## src/rtl/wr_coalesce_pkg.sv

```systemverilog
package wr_coalesce_pkg;
  localparam int OFF_W = 20;
  localparam int DW    = 32;
  localparam logic [7:0] OPC_DIRECT  = 8'h01;
  localparam logic [7:0] OPC_INDEXED = 8'h09;
  localparam logic [3:0] BE_ALL      = 4'hF;

  typedef enum logic [1:0] {PK_NONE, PK_DIRECT, PK_INDEXED} prev_kind_e;

  typedef enum logic [3:0] {
    S_IDLE, S_DIR_LO, S_DIR_HI,
    S_RW_HDR, S_RW_OLD, S_RW_NEW, S_RW_CNT,
    S_APP_VAL, S_APP_CNT, S_APP_PAD,
    S_PAD
  } seq_st_e;

  function automatic logic [DW-1:0] make_hdr(input logic [7:0] opc,
                                             input logic [3:0] be,
                                             input logic [OFF_W-1:0] off);
    return {opc, be, off};
  endfunction
endpackage

```

## src/rtl/wr_coalesce_ram.sv

```systemverilog
module wr_coalesce_ram #(
  parameter int WORDS = 64,
  parameter int DW    = 32,
  localparam int AW   = $clog2(WORDS)
) (
  input  logic          clk_i,
  input  logic          we_i,
  input  logic [AW-1:0] waddr_i,
  input  logic [DW-1:0] wdata_i,
  input  logic [AW-1:0] raddr_i,
  output logic [DW-1:0] rdata_o
);
  logic [DW-1:0] mem_q [WORDS];

  always_ff @(posedge clk_i) begin
    if (we_i) mem_q[waddr_i] <= wdata_i;
  end

  assign rdata_o = mem_q[raddr_i];
endmodule

```

## src/rtl/wr_coalesce_seq.sv

```systemverilog
module wr_coalesce_seq
  import wr_coalesce_pkg::*;
#(
  parameter int SIZE_WORDS = 64,
  parameter int LINE_WORDS = 16,
  localparam int AW      = $clog2(SIZE_WORDS),
  localparam int PW      = AW + 1,
  localparam int LINE_LG = $clog2(LINE_WORDS)
) (
  input  logic             clk_i,
  input  logic             rst_ni,
  input  logic             clear_i,
  input  logic             req_valid_i,
  input  logic [OFF_W-1:0] req_off_i,
  input  logic [DW-1:0]    req_val_i,
  input  logic             finish_i,
  output logic             ready_o,
  output logic             ovf_o,
  output logic [PW-1:0]    fp_o,
  output logic [PW+1:0]    tail_o,
  output logic             we_o,
  output logic [AW-1:0]    waddr_o,
  output logic [DW-1:0]    wdata_o
);
  localparam logic [PW-1:0] LIMIT = PW'(SIZE_WORDS - 2);

  seq_st_e          st_q;
  prev_kind_e       prev_q;
  logic [PW-1:0]    fp_q;
  logic [AW-1:0]    ins_q;
  logic [OFF_W-1:0] off_q, prev_off_q;
  logic [DW-1:0]    val_q, last_val_q, cnt_q;
  logic             ovf_q;
  logic [PW+1:0]    tail_q;
  logic [PW-1:0]    fp_even;
  logic             same_off, line_done;

  assign fp_even   = fp_q + PW'(fp_q[0]);
  assign same_off  = (prev_off_q == req_off_i);
  assign line_done = (fp_q[LINE_LG-1:0] == '0);

  always_comb begin
    we_o    = 1'b1;
    waddr_o = ins_q;
    wdata_o = '0;
    unique case (st_q)
      S_DIR_LO:  wdata_o = val_q;
      S_DIR_HI:  begin waddr_o = ins_q + AW'(1); wdata_o = make_hdr(OPC_DIRECT, BE_ALL, off_q); end
      S_RW_HDR:  begin waddr_o = ins_q + AW'(1); wdata_o = make_hdr(OPC_INDEXED, 4'h0, off_q); end
      S_RW_OLD:  begin waddr_o = ins_q + AW'(2); wdata_o = last_val_q; end
      S_RW_NEW:  begin waddr_o = ins_q + AW'(3); wdata_o = val_q; end
      S_RW_CNT:  wdata_o = DW'(2);
      S_APP_VAL: begin waddr_o = fp_q[AW-1:0]; wdata_o = val_q; end
      S_APP_CNT: wdata_o = cnt_q + DW'(1);
      S_APP_PAD: waddr_o = fp_q[AW-1:0];
      S_PAD:     begin we_o = !line_done; waddr_o = fp_q[AW-1:0]; end
      default:   we_o = 1'b0;
    endcase
  end

  always_ff @(posedge clk_i or negedge rst_ni) begin
    if (!rst_ni) begin
      st_q <= S_IDLE; prev_q <= PK_NONE; fp_q <= '0; ins_q <= '0;
      off_q <= '0; prev_off_q <= '0; val_q <= '0; last_val_q <= '0;
      cnt_q <= '0; ovf_q <= 1'b0; tail_q <= '0;
    end else if (clear_i) begin
      st_q <= S_IDLE; prev_q <= PK_NONE; fp_q <= '0; ins_q <= '0; ovf_q <= 1'b0;
    end else begin
      unique case (st_q)
        S_IDLE: begin
          if (finish_i) begin
            prev_q <= PK_NONE;
            st_q   <= S_PAD;
          end else if (req_valid_i) begin
            if (fp_q > LIMIT) begin
              ovf_q <= 1'b1;
            end else begin
              off_q <= req_off_i;
              val_q <= req_val_i;
              if (prev_q == PK_DIRECT && same_off)       st_q <= S_RW_HDR;
              else if (prev_q == PK_INDEXED && same_off) st_q <= S_APP_VAL;
              else begin
                ins_q <= fp_even[AW-1:0];
                st_q  <= S_DIR_LO;
              end
            end
          end
        end
        S_DIR_LO: st_q <= S_DIR_HI;
        S_DIR_HI: begin
          fp_q       <= PW'(ins_q) + PW'(2);
          prev_q     <= PK_DIRECT;
          prev_off_q <= off_q;
          last_val_q <= val_q;
          st_q       <= S_IDLE;
        end
        S_RW_HDR: st_q <= S_RW_OLD;
        S_RW_OLD: st_q <= S_RW_NEW;
        S_RW_NEW: st_q <= S_RW_CNT;
        S_RW_CNT: begin
          fp_q   <= PW'(ins_q) + PW'(4);
          cnt_q  <= DW'(2);
          prev_q <= PK_INDEXED;
          st_q   <= S_IDLE;
        end
        S_APP_VAL: begin
          fp_q <= fp_q + PW'(1);
          st_q <= S_APP_CNT;
        end
        S_APP_CNT: begin
          cnt_q <= cnt_q + DW'(1);
          st_q  <= fp_q[0] ? S_APP_PAD : S_IDLE;
        end
        S_APP_PAD: st_q <= S_IDLE;
        S_PAD: begin
          if (line_done) begin
            tail_q <= {fp_q, 2'b00};
            st_q   <= S_IDLE;
          end else begin
            fp_q <= fp_q + PW'(1);
          end
        end
        default: st_q <= S_IDLE;
      endcase
    end
  end

  assign ready_o = (st_q == S_IDLE);
  assign ovf_o   = ovf_q;
  assign fp_o    = fp_q;
  assign tail_o  = tail_q;
endmodule

```

## src/rtl/wr_coalesce_enc.sv

```systemverilog
module wr_coalesce_enc
  import wr_coalesce_pkg::*;
#(
  parameter int SIZE_WORDS = 64,
  parameter int LINE_WORDS = 16,
  localparam int AW = $clog2(SIZE_WORDS),
  localparam int PW = AW + 1
) (
  input  logic             clk_i,
  input  logic             rst_ni,
  input  logic             clear_i,
  input  logic             req_valid_i,
  input  logic [OFF_W-1:0] req_off_i,
  input  logic [DW-1:0]    req_val_i,
  input  logic             finish_i,
  output logic             ready_o,
  output logic             ovf_o,
  output logic [PW-1:0]    fp_o,
  output logic [PW+1:0]    tail_o,
  input  logic [AW-1:0]    rd_addr_i,
  output logic [DW-1:0]    rd_data_o
);
  logic          we;
  logic [AW-1:0] waddr;
  logic [DW-1:0] wdata;

  wr_coalesce_seq #(.SIZE_WORDS(SIZE_WORDS), .LINE_WORDS(LINE_WORDS)) u_seq (
    .clk_i, .rst_ni, .clear_i, .req_valid_i, .req_off_i, .req_val_i, .finish_i,
    .ready_o, .ovf_o, .fp_o, .tail_o,
    .we_o(we), .waddr_o(waddr), .wdata_o(wdata)
  );

  wr_coalesce_ram #(.WORDS(SIZE_WORDS), .DW(DW)) u_ram (
    .clk_i, .we_i(we), .waddr_i(waddr), .wdata_i(wdata),
    .raddr_i(rd_addr_i), .rdata_o(rd_data_o)
  );
endmodule

```

## config.mk

```make
export PLATFORM = sky130hd
export DESIGN_NAME = wr_coalesce_enc
export DESIGN_NICKNAME = d
export VERILOG_FILES = /design/src/rtl/wr_coalesce_pkg.sv /design/src/rtl/wr_coalesce_ram.sv /design/src/rtl/wr_coalesce_seq.sv /design/src/rtl/wr_coalesce_enc.sv
export SDC_FILE = /design/constraint.sdc
export NUM_CORES = 2
export LEC_CHECK = 0
export ABC_CLOCK_PERIOD_IN_PS = 6700
export BUFFER_PORTS_ARGS = -buffer_cell sky130_fd_sc_hd__buf_2
export CORE_ASPECT_RATIO = 1.5
export CORE_MARGIN = 5
export CORE_UTILIZATION = 45
export DETAILED_ROUTE_END_ITERATION = 8
export REMOVE_ABC_BUFFERS = 1
export SYNTH_ARGS = -nofsm -noshare
export SYNTH_HDL_FRONTEND = slang
export SYNTH_SLANG_ARGS = --single-unit
```

## constraint.sdc

```tcl
create_clock -name clk_i -period 6.7 [get_ports clk_i]
set_input_delay 1.675 -clock clk_i [delete_from_list [all_inputs] [get_ports clk_i]]
set_output_delay 1.675 -clock clk_i [all_outputs]
set_load 0.02 [all_outputs]
```

==> run metrics <==
status=finished clean; distinct cell type count after synthesis=76; Clock Root Buffer=clkbuf_16; Synth warnings=0; fin crit share=0.928; commonest non-fill, non-tap cell in the layout=edfxtp_1; row cnt=198; routed wire length=225000 um; DR pass1 iterations=6; H-tree depth=4; RSZ-0062 raised after global routing=no; multi-input logic area=~21000 um^2; Vias/cell=6.01; post-synthesis simple-gate area fraction=0.0214; sequential share of the synthesized area=0.750; Rel. slew slack=0.265; max-cap viol count=0; CTS Hold Bufs=0; # clock sinks=approximately 2200; mapped cell area=87300 um^2; non-filler cells, final=7200; multiplexer share of the synthesized area=0.176; grt ovf=0; vias in the first global route=approximately 45000; Post-CTS Setup Bufs=0; initial antenna violation count=8; commonest non-fill, non-tap cells in the layout=edfxtp_1, mux4_2, clkbuf_16; LEAKAGE=roughly 0.032 uW; worst skew pair latency=roughly 0.85 ns; Post-Route Utilization=0.514; maximum fanout along the worst path=24; Worst VDD drop=roughly 0.00032 V; minimum clock period=between 6 and 7 ns; port bufs=110; Fillers=between 15000 and 20000; average size of a mapped cell=21.2 um^2; DIE HEIGHT=550 um; worst path arrival time=4.54 ns; Power Dens Cells=approximately 310 nW/um^2; pre-CTS WS=0.469 ns; final-report max-slew violation count=0; synthesized-area fraction occupied by adder cells=0.00115; crit path kind=in2out; FF-to-FF path depth=11; first-pass GRT wire length=between 300000 and 400000 um; Die Width=about 370 um; Max Clk Rate=around 0.16 GHz; share of cells above drive strength 1=0.318; final setup margin=between 0.4 and 0.5 ns; Hold Path Class=reg2reg; startpoint types=primary input; Die Area=just over 200000 um^2; GRT Total Usage=0.221; setup TNS=0 ns; EDFF count, synth=between 2000 and 2500; antenna viol nets, final=0; final net count=between 4000 and 5000; placed insts=between 6000 and 7000; register bit total from synthesis=around 2200; Synth Area in Compound Gates=0.0301; critical path data required time=around 5 ns; Mapped Cells=approximately 4100; Remaining DRCs=0; clock tree buffer depth=4; total CTS buffers=between 200 and 250; core box area=~190000 um^2; Synth Area in XOR/XNOR=0.00602; Final Hold Viols=0; initial DRC count=around 4200; flip-flop and latch area=between 60000 and 70000 um^2; routed via count=roughly 43000; Final Skew=slightly below 0.04 ns; share of synthesized registers carrying an async set or reset=0.0733; hold path depth=1; final number of setup-violating endpoints=0; Resized cells post-CTS=0; boundary pin count=113; largest net degree at the start of global routing=100; worst hold slack=~0.48 ns; RD Place Congestion=around 0.80; clock transition at the registers of the reported paths=approximately 0.050 ns; DP HPWL=132000 um; worst-margin pin slew=about 1.1 ns; Crit. End Element=output port; P&R area growth vs syn=13.9%; CTS tree=yes; average wire per standard cell=roughly 31 um; Initial Utilization=0.451; largest family of logic cells by synthesized area=multiplexers; Top FF cell, synth=edfxtp_1
[cells by family after synthesis]
kind of cell               Yosys count
buffers and inverters              257
muxes                              813
AOI/OAI and AO/OA                  377
xor gates and xnor gates            60
adders and majority gates            8
other                                1
and+or+nand+nor                    397
DFF                               2210
[where the power goes]
| part | internal [uW] | switching, uW |
|---|---|---|
| clock network | 6440 | 5050 |
| logic | 1050 | 2040 |
| registers | 16200 | 291 |
| total | 23700 | 7380 |
[routing by layer]
metal / part of all wire / global-route usage / wire length [um]
met2: 0.53 / 0.394 / 119000
met1: 0.39 / 0.292 / 88500
met4: 0.022 / 0.0505 / 5010
met3: 0.056 / 0.0277 / 12500
met5: 0.000049 / 0 / 11
[worst max-delay path, cell delays in order]
cell and delay [ns]:
buf_8 0.29, buf_12 0.25, buf_12 0.25, mux4_2 0.55
mux2i_1 0.18, a221o_1 0.37, o211ai_1 0.25, o21ai_0 0.22
nor2_1 0.17, buf_2 0.20
[final cells by class]
type	instances	share of cell area
clock inverters	117	0.0100
inverters	14	0.000528
well taps	2600	0.0327
repair buffers	345	0.0279
clock buffers	256	0.0553
diodes	1	0.0000252
multi-input cells	1657	0.215
flip-flops and latches	2210	0.659
[worst paths after layout]
check                                start             endpoint  slack [ns]
max                           rd_addr_i[0]        rd_data_o[10]        0.48
min reg2reg                u_seq.tail_o[4]      u_seq.tail_o[4]        0.48
min in group asynchronous           rst_ni  u_seq.last_val_q[5]        0.90
min                        u_seq.tail_o[4]      u_seq.tail_o[4]        0.48
max reg2reg                  u_seq.st_q[2]   u_ram.mem_q[32][5]        1.48
max in group asynchronous           rst_ni      u_seq.tail_o[8]        4.26
[sequential cells by signal, indices dropped and copies added (netlist names)]
name,cells
u_seq.prev_off_q,20
u_seq.ins_q,5
u_seq.st_q,4
u_seq.cnt_q,32
u_ram.mem_q,2048
u_seq.ovf_o,1
u_seq.prev_q,2
u_seq.off_q,20
u_seq.val_q,32
u_seq.tail_o,7
u_seq.last_val_q,32
u_seq.fp_o,7
[synthesized netlist by cell type, types with 6 or more instances]
library cell,count,area [um^2]
a211oi_1,19,143
a21o_1,6,45.0
a21oi_1,51,255
a221o_1,6,60.1
a221oi_1,13,114
a222oi_1,18,180
a22o_1,15,131
a22oi_1,21,158
a2bb2oi_1,8,70.1
a31oi_1,17,106
a32oi_1,8,70.1
and2_1,6,37.5
buf_1,15,56.3
buf_2,92,460
buf_4,52,390
clkbuf_1,81,304
dfrtp_1,162,4050
edfxtp_1,2048,61500
ha_1,8,100
inv_1,12,45.0
mux2_2,158,1780
mux2i_1,93,931
mux4_2,562,12700
nand2_1,109,409
nand2b_1,16,100
nand3_1,28,140
nand4_1,11,68.8
nor2_1,133,499
nor2b_1,21,131
nor3_1,27,135
nor4_1,8,50.1
o211ai_1,24,180
o21ai_0,83,415
o221ai_1,20,175
o22ai_1,15,93.8
o31ai_1,16,120
or3_1,6,37.5
xnor2_1,29,254
xor2_1,31,272
[per-stage QoR]
step | total power [uW] | cell area (um^2)
global placement | 19800 | 93000
floorplan | 18400 | 86100
finish | 31100 | 99500
CTS | 31300 | 99500
detailed placement | 19900 | 93000
global route | 32100 | 99500
(Power assumes the default switching activity.)
